File: src/rtl/cbtb_pkg.sv
package cbtb_pkg;
  parameter int unsigned PC_W      = 32;
  parameter int unsigned ALIGN_W   = 2;
  parameter int unsigned IDX_W     = 4;
  parameter int unsigned TAG_W     = 4;
  parameter int unsigned TGT_W     = 24;
  parameter int unsigned WAYS      = 2;
  localparam int unsigned SETS     = 1 << IDX_W;
  localparam int unsigned WAY_W    = (WAYS > 1) ? $clog2(WAYS) : 1;
  localparam int unsigned KEY_HI   = ALIGN_W + IDX_W + TAG_W;
  localparam int unsigned INST_B   = 1 << ALIGN_W;

  typedef struct packed {
    logic             valid;
    logic [TAG_W-1:0] tag;
    logic [TGT_W-1:0] tgt;
  } entry_t;
endpackage

File: src/rtl/cbtb_tag_match.sv
module cbtb_tag_match
  import cbtb_pkg::*;
(
  input  entry_t           set_i [WAYS],
  input  logic [TAG_W-1:0] tag_i,
  output logic [WAYS-1:0]  hit_vec_o,
  output logic             hit_o,
  output logic [WAY_W-1:0] way_o
);
  for (genvar w = 0; w < WAYS; w++) begin : g_cmp
    assign hit_vec_o[w] = set_i[w].valid && (set_i[w].tag == tag_i);
  end

  assign hit_o = |hit_vec_o;

  // lowest matching way wins
  always_comb begin
    way_o = '0;
    for (int w = WAYS - 1; w >= 0; w--) begin
      if (hit_vec_o[w]) way_o = WAY_W'(w);
    end
  end
endmodule

File: src/rtl/cbtb_victim.sv
module cbtb_victim
  import cbtb_pkg::*;
(
  input  logic [WAYS-1:0]  valid_i,
  input  logic             lru_i,
  input  logic             match_i,
  input  logic [WAY_W-1:0] match_way_i,
  output logic [WAY_W-1:0] way_o
);
  logic             any_free;
  logic [WAY_W-1:0] free_way;

  assign any_free = ~&valid_i;

  always_comb begin
    free_way = '0;
    for (int w = WAYS - 1; w >= 0; w--) begin
      if (!valid_i[w]) free_way = WAY_W'(w);
    end
  end

  always_comb begin
    if (match_i)       way_o = match_way_i;
    else if (any_free) way_o = free_way;
    else               way_o = WAY_W'(lru_i);
  end
endmodule

File: src/rtl/cbtb_store.sv
module cbtb_store
  import cbtb_pkg::*;
(
  input  logic             clk_i,
  input  logic             rst_ni,
  input  logic [IDX_W-1:0] lk_idx_i,
  input  logic             lk_hit_i,
  input  logic [WAY_W-1:0] lk_way_i,
  output entry_t           lk_set_o [WAYS],
  input  logic             upd_en_i,
  input  logic [IDX_W-1:0] upd_idx_i,
  input  logic [WAY_W-1:0] upd_way_i,
  input  logic [TAG_W-1:0] upd_tag_i,
  input  logic [TGT_W-1:0] upd_tgt_i,
  output entry_t           upd_set_o [WAYS],
  output logic             upd_lru_o
);
  entry_t           mem [SETS][WAYS];
  logic [SETS-1:0]  lru;  // per set: way to evict next
  logic [SETS*WAYS-1:0] valid_flat;

  always_ff @(posedge clk_i or negedge rst_ni) begin
    if (!rst_ni) begin
      for (int s = 0; s < SETS; s++)
        for (int w = 0; w < WAYS; w++) mem[s][w] <= '0;
    end else if (upd_en_i) begin
      mem[upd_idx_i][upd_way_i] <= '{valid: 1'b1, tag: upd_tag_i, tgt: upd_tgt_i};
    end
  end

  always_ff @(posedge clk_i or negedge rst_ni) begin
    if (!rst_ni) begin
      lru <= '0;
    end else begin
      if (lk_hit_i && !(upd_en_i && upd_idx_i == lk_idx_i))
        lru[lk_idx_i] <= ~lk_way_i[0];
      if (upd_en_i)
        lru[upd_idx_i] <= ~upd_way_i[0];
    end
  end

  for (genvar w = 0; w < WAYS; w++) begin : g_rd
    assign lk_set_o[w]  = mem[lk_idx_i][w];
    assign upd_set_o[w] = mem[upd_idx_i][w];
  end
  assign upd_lru_o = lru[upd_idx_i];

  for (genvar s = 0; s < SETS; s++) begin : g_vs
    for (genvar w = 0; w < WAYS; w++) begin : g_vw
      assign valid_flat[s*WAYS+w] = mem[s][w].valid;
    end
  end


  no_silent_write_chk: assert property (@(posedge clk_i) disable iff (!rst_ni)
    !upd_en_i |=> $stable(valid_flat));

  one_fill_per_cycle_chk: assert property (@(posedge clk_i) disable iff (!rst_ni)
    $countones(valid_flat) <= $past($countones(valid_flat)) + 1);

  hit_makes_mru_chk: assert property (@(posedge clk_i) disable iff (!rst_ni)
    (lk_hit_i && !upd_en_i) |=> lru[$past(lk_idx_i)] != $past(lk_way_i[0]));

  write_makes_mru_chk: assert property (@(posedge clk_i) disable iff (!rst_ni)
    upd_en_i |=> lru[$past(upd_idx_i)] != $past(upd_way_i[0]));
endmodule

File: src/rtl/cbtb_top.sv
module cbtb_top
  import cbtb_pkg::*;
(
  input  logic                  clk_i,
  input  logic                  rst_ni,
  input  logic [PC_W-1:0]       fetch_pc_i,
  output logic [PC_W-1:0]       next_pc_o,
  output logic                  hit_o,
  input  logic                  upd_en_i,
  input  logic [KEY_HI-1:ALIGN_W] upd_pc_i,
  input  logic [TGT_W-1:0]      upd_target_i
);
  logic [IDX_W-1:0] lk_idx, upd_idx;
  logic [TAG_W-1:0] lk_tag, upd_tag;
  entry_t           lk_set  [WAYS];
  entry_t           upd_set [WAYS];
  logic [WAYS-1:0]  lk_vec, upd_vec, upd_valid;
  logic             lk_hit, upd_match, upd_lru;
  logic [WAY_W-1:0] lk_way, upd_match_way, upd_way;

  assign lk_idx  = fetch_pc_i[ALIGN_W +: IDX_W];
  assign lk_tag  = fetch_pc_i[ALIGN_W+IDX_W +: TAG_W];
  assign upd_idx = upd_pc_i[ALIGN_W +: IDX_W];
  assign upd_tag = upd_pc_i[ALIGN_W+IDX_W +: TAG_W];

  cbtb_store u_store (
    .clk_i, .rst_ni,
    .lk_idx_i  (lk_idx),
    .lk_hit_i  (lk_hit),
    .lk_way_i  (lk_way),
    .lk_set_o  (lk_set),
    .upd_en_i,
    .upd_idx_i (upd_idx),
    .upd_way_i (upd_way),
    .upd_tag_i (upd_tag),
    .upd_tgt_i (upd_target_i),
    .upd_set_o (upd_set),
    .upd_lru_o (upd_lru)
  );

  cbtb_tag_match u_lk_match (
    .set_i (lk_set), .tag_i (lk_tag),
    .hit_vec_o (lk_vec), .hit_o (lk_hit), .way_o (lk_way)
  );

  cbtb_tag_match u_upd_match (
    .set_i (upd_set), .tag_i (upd_tag),
    .hit_vec_o (upd_vec), .hit_o (upd_match), .way_o (upd_match_way)
  );

  for (genvar w = 0; w < WAYS; w++) begin : g_uv
    assign upd_valid[w] = upd_set[w].valid;
  end

  cbtb_victim u_victim (
    .valid_i (upd_valid), .lru_i (upd_lru),
    .match_i (upd_match), .match_way_i (upd_match_way),
    .way_o (upd_way)
  );

  // rebuild full target: upper bits borrowed from the fetch address
  always_comb begin
    if (lk_hit) next_pc_o = {fetch_pc_i[PC_W-1:TGT_W], lk_set[lk_way].tgt};
    else        next_pc_o = fetch_pc_i + PC_W'(INST_B);
  end
  assign hit_o = lk_hit;


  single_match_chk: assert property (@(posedge clk_i) disable iff (!rst_ni)
    $onehot0(lk_vec) && $onehot0(upd_vec));

  fill_free_first_chk: assert property (@(posedge clk_i) disable iff (!rst_ni)
    (upd_en_i && !upd_match && !(&upd_valid)) |-> !upd_valid[upd_way]);

  upper_from_fetch_chk: assert property (@(posedge clk_i) disable iff (!rst_ni)
    hit_o |-> next_pc_o[PC_W-1:TGT_W] == fetch_pc_i[PC_W-1:TGT_W]);

  miss_sequential_chk: assert property (@(posedge clk_i) disable iff (!rst_ni)
    !hit_o |-> next_pc_o == fetch_pc_i + PC_W'(INST_B));
endmodule

File: config.mk
export PLATFORM = sky130hd
export DESIGN_NAME = cbtb_top
export DESIGN_NICKNAME = d
export VERILOG_FILES = /design/src/rtl/cbtb_pkg.sv /design/src/rtl/cbtb_tag_match.sv /design/src/rtl/cbtb_victim.sv /design/src/rtl/cbtb_store.sv /design/src/rtl/cbtb_top.sv
export SDC_FILE = /design/constraint.sdc
export NUM_CORES = 2
export LEC_CHECK = 0
export ABC_AREA = 1
export BUFFER_PORTS_ARGS = -buffer_cell sky130_fd_sc_hd__buf_4
export CAP_MARGIN = 10
export CORE_MARGIN = 2
export CORE_UTILIZATION = 40
export CTS_CLUSTER_DIAMETER = 100
export DETAILED_ROUTE_END_ITERATION = 10
export SLEW_MARGIN = 20
export SYNTH_ARGS = -nofsm -noshare
export SYNTH_HDL_FRONTEND = slang
export SYNTH_SLANG_ARGS = --single-unit
File: constraint.sdc
create_clock -name clk_i -period 6.1 [get_ports clk_i]
set_input_delay 0.915 -clock clk_i [delete_from_list [all_inputs] [get_ports clk_i]]
set_output_delay 0.915 -clock clk_i [all_outputs]
set_load 0.03 [all_outputs]
; ---- Word level (Yosys, flattened, before mapping)
; Cells that the tools add are included.
; Widths: inputs -> output; s select.
[classes]
add_sub_neg = 1
bitwise_logic = 6
magnitude_cmp = 10
reduce_logical = 14
muxes = 33
n_eq_ne = 5
[ops]
columns = op, count
row1 = $bwmux 928, 1
row2 = $bmux 58 s4, 2
row3 = $mux 58, 5
row4 = $demux 58 s4, 1
row5 = $mux 24, 3
row6 = $add 32x3->32 const B, 1
row7 = $bwmux 16, 2
row8 = $mux 16, 2
row9 = $mux 32, 1
row10 = $demux 29 s1, 1
row11 = $mux 29, 1
row12 = $eq 4x4->1, 5
row13 = $mux 1, 11
row14 = $ge 5x5->1 const B, 2
row15 = $logic_and 1x1->1, 10
row16 = $lt 4x5->1 const B, 2
row17 = $not 4->5, 2
row18 = $demux 1 s4, 2
row19 = $ge 4x1->1 const B, 2
row20 = $lt 5x1->1 const B, 1
row21 = $bmux 1 s4, 1
row22 = $ge 2x2->1 const B, 2
row23 = $not 1->2, 2
row24 = $reduce_or 2->1, 2
row25 = other kinds (4), 5
[word_totals]
reg_bits = 944
out_inout_bits = 33
inputBits = 67

; ---- Depth between registers and ports, before layout
[depth]
ltp_word = 17
depth_mapped = 20
depth_no_buf = 17

; ---- Modules after synthesis
; From an unflattened synthesis, not the netlist that was laid out.
[hier_totals]
hier_cells = 6480
hier_area_um2 = 49698.9
[modules_own_cells]
columns = mod, area_each_um2, cells_each, n_inst, seq_area_each_um2
row1 = cbtb_store, 47937.2, 6099, 1, 23622.7
row2 = cbtb_top, 1395.1, 296, 1, 0.0
row3 = cbtb_tag_match, 170.2, 39, 2, 0.0
row4 = cbtb_victim, 26.3, 7, 1, 0.0

; ---- Least setup slack after synthesis
; Ideal clock, no wire load.
[synth_path]
path_type = input to output
start = input port fetch_pc_i[2]
end = output port next_pc_o[21]
required_time_ns = 5.185
cell_stages = 15
t_arrival_ns = 3.297
path_buffers = 3
slack_ns = 1.888
path_cell_list = buf_2 buf_2 buf_2 nand3_1 nor2_1 nand2_1 nor3_1 nand3_1 nor2_1 nand3_1 nor2_1 nand2_1 inv_1 nor2_1 o31ai_1
[synth_between]
elab_chain_cells = 13
elab_cells_between_ends = 17
[synth_lines]
columns = element, line
row1 = "start, declared", cbtb_top.sv:6  ; input logic [PC_W-1:0] fetch_pc_i,
row2 = $not 4->5 (not written as such), cbtb_store.sv:43  ; assign lk_set_o[w] = mem[lk_idx_i][w];
row3 = $bmux 58 s4, cbtb_store.sv:43
row4 = $mux 58 (not written as such) (2 in series), cbtb_store.sv:43
row5 = $eq 4x4->1, cbtb_tag_match.sv:11  ; assign hit_vec_o[w] = set_i[w].valid && (set_i[w].tag == tag_i);
row6 = $logic_and 1x1->1, cbtb_tag_match.sv:11
row7 = $mux 1 (2 in series), cbtb_tag_match.sv:20  ; if (hit_vec_o[w]) way_o = WAY_W'(w);
row8 = $not 1->2 (not written as such), cbtb_top.sv:63  ; if (lk_hit) next_pc_o = {fetch_pc_i[PC_W-1:TGT_W], lk_set[lk_way].tgt};
row9 = $mux 24 (not written as such) (3 in series), cbtb_top.sv:63
row10 = $mux 32 *, cbtb_top.sv:63
row11 = "end, declared", cbtb_top.sv:7  ; output logic [PC_W-1:0] next_pc_o,
; Mark *: on every way between the ends. The rest lies on a longest branch, timed or not. The select of a mux whose other input is x is not followed.

; ---- Worst setup path after layout
[layout_path]
start = input port fetch_pc_i[2]
end = output port next_pc_o[12]
; The elaborated chain is that of the path after synthesis.

==> summary.md <==
| Metric | Value |
|---|---|
| F_max | 183 MHz |
| Most area-consuming cells after synthesis | dfrtp_1 48%, nand2_1 18%, nand4_1 6.1% |
| Initial DRC Count | 7197 |
| Area of the mapped netlist | 49100 µm² |
| Remaining DRCs | 0 |
| Chip Height | 355 µm |
| Worst path most repeated cell | nand2_1 |
| Flop and latch count out of synthesis | 944 |
| Design Area, Final | 54400 µm² |
| Fraction of the yosys area taken by sequential cells | 48.1% |
| Required time of the critical path | 5.18 ns |
| CP startpoint | fetch_pc_i[2] |
| Number of nets still failing antenna checks after routing | 0 |
| CTS tree | done |
| Clock tree sinks | 944 |
| Clk_lat worst skew | 0.72 ns |
| Endpoint type of the worst setup path | output pin |
| Max Transition Viols Final | 0 |
| Total of warnings raised by yosys | 0 |
| Final clock period utilization by the worst path | 89.5% |
| Number of nets in the layout | 6392 |
| Leak pwr | 0.0274 µW |
| Number of different library cells in the post-synthesis netlist | 35 |
| CTS Root Buffer Type | clkbuf_16 |
| Setup violators final | 0 |
| Die Footprint | 126000 µm² |
| Starting density of the core | 40.3% |
| Number of maximum-capacitance violations | 0 |
| Main synth FF type | dfrtp_1 |
| Core area | 122000 µm² |
| Number of antenna violations at the first check in global routing | 7 |
| Setup repair after global routing missed its margin | false |
| Vias per std cell | 6.04 |
| Placed insts | 7838 |
| Post-synthesis async set-or-reset flop share | 100% |
| Slew margin rel. | 6.21% |
| 1st-pass router iterations | 9 |
| Global router's overall resource usage | 31.4% |
| Leading cell type by number of instances after synthesis | nand2_1 |
| Post-layout min period | 5.46 ns |
| Biggest fanout along the worst timing path | 180 |
| Post-cts repair resize count | 0 |
| First-pass GRT wire length | 302000 µm |
| Post-DP HPWL | 111000 µm |
| Synth cell count leaders | 2331 x nand2_1, 944 x dfrtp_1, 583 x nand3_1, 499 x nor2_1, 482 x nand4_1 |
| Dominant cell type by area after synthesis | dfrtp_1 |
| Number of placement rows | 128 |
| Max IR drop VDD | 0.240 mV |
| Die X-Extent | 355 µm |
| Via count of the first global-routing pass | 44940 |
| CTS max path bufs | 3 |
| Cell area power density | 354 nW/µm² |
| Transition time of the tightest slew-check pin | 1.41 ns |
| Final weighted congestion in routability-driven placement | 0.966 |
| Post-route insts no fill | 8029 |
| Worst Clk Skew | 0.0347 ns |
| Synth-to-layout area growth | 10.7% |
| Syn Area/Cell | 7.44 µm² |
| Critical path class | input pin to output pin |
| Utilization of the core after routing | 44.6% |
| Highest cell delay on the worst timing path | 0.90 ns |
| Count of port buffers added during placement | 99 |
| Setup Fix Bufs, Post-CTS | 0 |
| Total via count after detailed routing | 48493 |
| Post-CTS Hold Fix Bufs | 0 |
| Launching point of the worst reg2reg path | u_store.mem[924] |
| Hold Path Class | input pin to async pin |
| IO Count | 100 |
| Post-place instance area | 51000 µm² |
| Max stage delay cell, worst path | a221oi_1 |
| Average routed wire per standard cell | 25.2 µm |
| Gate Count Post-Synth | 6609 |
| Syn nets | 6680 |
| Maximum number of pins on one net before global-route repair | 193 |
| Layout cells sized above 1 | 7.45% |
| Final Hold Viols | 0 |
| Worst slack after detailed placement | 0.850 ns |
| Level count of the clock H-tree | 3 |
| Clock edge transition at the registers on the reported setup and hold paths | 0.06 ns |
| Number of clock buffers inserted by TritonCTS | 104 |
| Result of the run | finished, final reports clean |
| Total Neg Setup Slack | 0 ns |
| Crit path launch type | input pin |
| Critical path, cell by cell | buf_8 -> inv_8 -> buf_12 -> o21ai_0 -> o22ai_1 -> a22o_1 -> a221oi_1 -> nand2_1 -> nand3_1 -> nand2_1 -> buf_4 |
| Arrival time at the worst endpoint | 4.55 ns |
| Number of enable flip-flop cells after synthesis | 0 |
| Final routed wirelength across all metal layers | 202000 µm |
| Total congestion overflow after global routing | 0 |
| Worst-case setup margin in the final layout | 0.639 ns |
| Share of the synthesized area in the top cell type | 48.1% |
state kept, by name, indices dropped and copies added, names as in the netlist:
name	cells
u_store.lru	16
u_store.mem	928
path summary, 6_finish.rpt:
path	end	slack, ns	cells after the start
worst max-delay path	next_pc_o[12]	0.64	11
worst min-delay path	u_store.mem[576]	0.20	1
worst max register to register	u_store.mem[326]	2.34	14
worst min register to register	u_store.mem[588]	0.46	2
max in group asynchronous	u_store.mem[526]	4.33	2
min in group clk_i	u_store.mem[588]	0.46	2
kinds of logic after synthesis:
| logic type | count (synthesis) | synth area share, % |
|---|---|---|
| compound gates | 855 | 10.0 |
| xor+xnor | 16 | 0.285 |
| fa+ha+maj | 4 | 0.102 |
| buf+inv | 873 | 7.58 |
| flops | 944 | 48.1 |
| simple gates | 3917 | 34.0 |
layout by cell type, fill, tap and decap left out, types with 17 or more instances in the layout:
cell | Yosys | layout
o22ai_1 | 257 | 257
nand3_2 | 1 | 17
clkbuf_16 | 0 | 106
clkbuf_1 | 340 | 36
nand2_1 | 2331 | 2314
a22o_1 | 32 | 32
clkbuf_8 | 0 | 29
buf_4 | 37 | 207
a221oi_1 | 32 | 27
nand4_1 | 482 | 482
o211ai_1 | 19 | 19
nor2_4 | 0 | 19
nor2_1 | 499 | 480
dfrtp_1 | 944 | 944
nand2_2 | 2 | 17
buf_12 | 0 | 37
nand3_1 | 583 | 566
o21ai_0 | 456 | 456
a21oi_1 | 32 | 32
inv_1 | 219 | 218
power by group:
group | total [µW] | switching (µW) | internal (µW)
clock network | 6380 | 2720 | 3660
registers | 8700 | 856 | 7850
logic | 4170 | 2840 | 1330
layout make-up:
class	instances	area (µm²)
clock buffer	170	3170
timing repair buffer	253	2370
multi-input combinational	4792	22100
tap	1625	2030
sequential	944	23600
fill	12162	67500
clock inverter	18	220
antenna	1	2.50
inverter	226	865
per-layer routing:
layer / wire, µm / track usage (%)
met1: 82600 / 44.1
met2: 87600 / 46.6
met3: 23300 / 7.36
met4: 8870 / 13.1
met5: 90 / 0
stage by stage:
step           hold slack, ns  total power, µW
3_5_place_dp            0.453            12900
2_1_floorplan           0.431            11400
6_report                0.197            19300
5_1_grt                 0.253            20200
3_3_place_gp            0.447            12700
4_1_cts                 0.223            19200
worst max-delay path, delay by kind of cell:
family	cells	cell delay [ns]
buffers and inverters	4	1.18
AOI/OAI and AO/OA	4	1.57
and+or+nand+nor	3	0.60
Power figures use the tool's default switching activity.
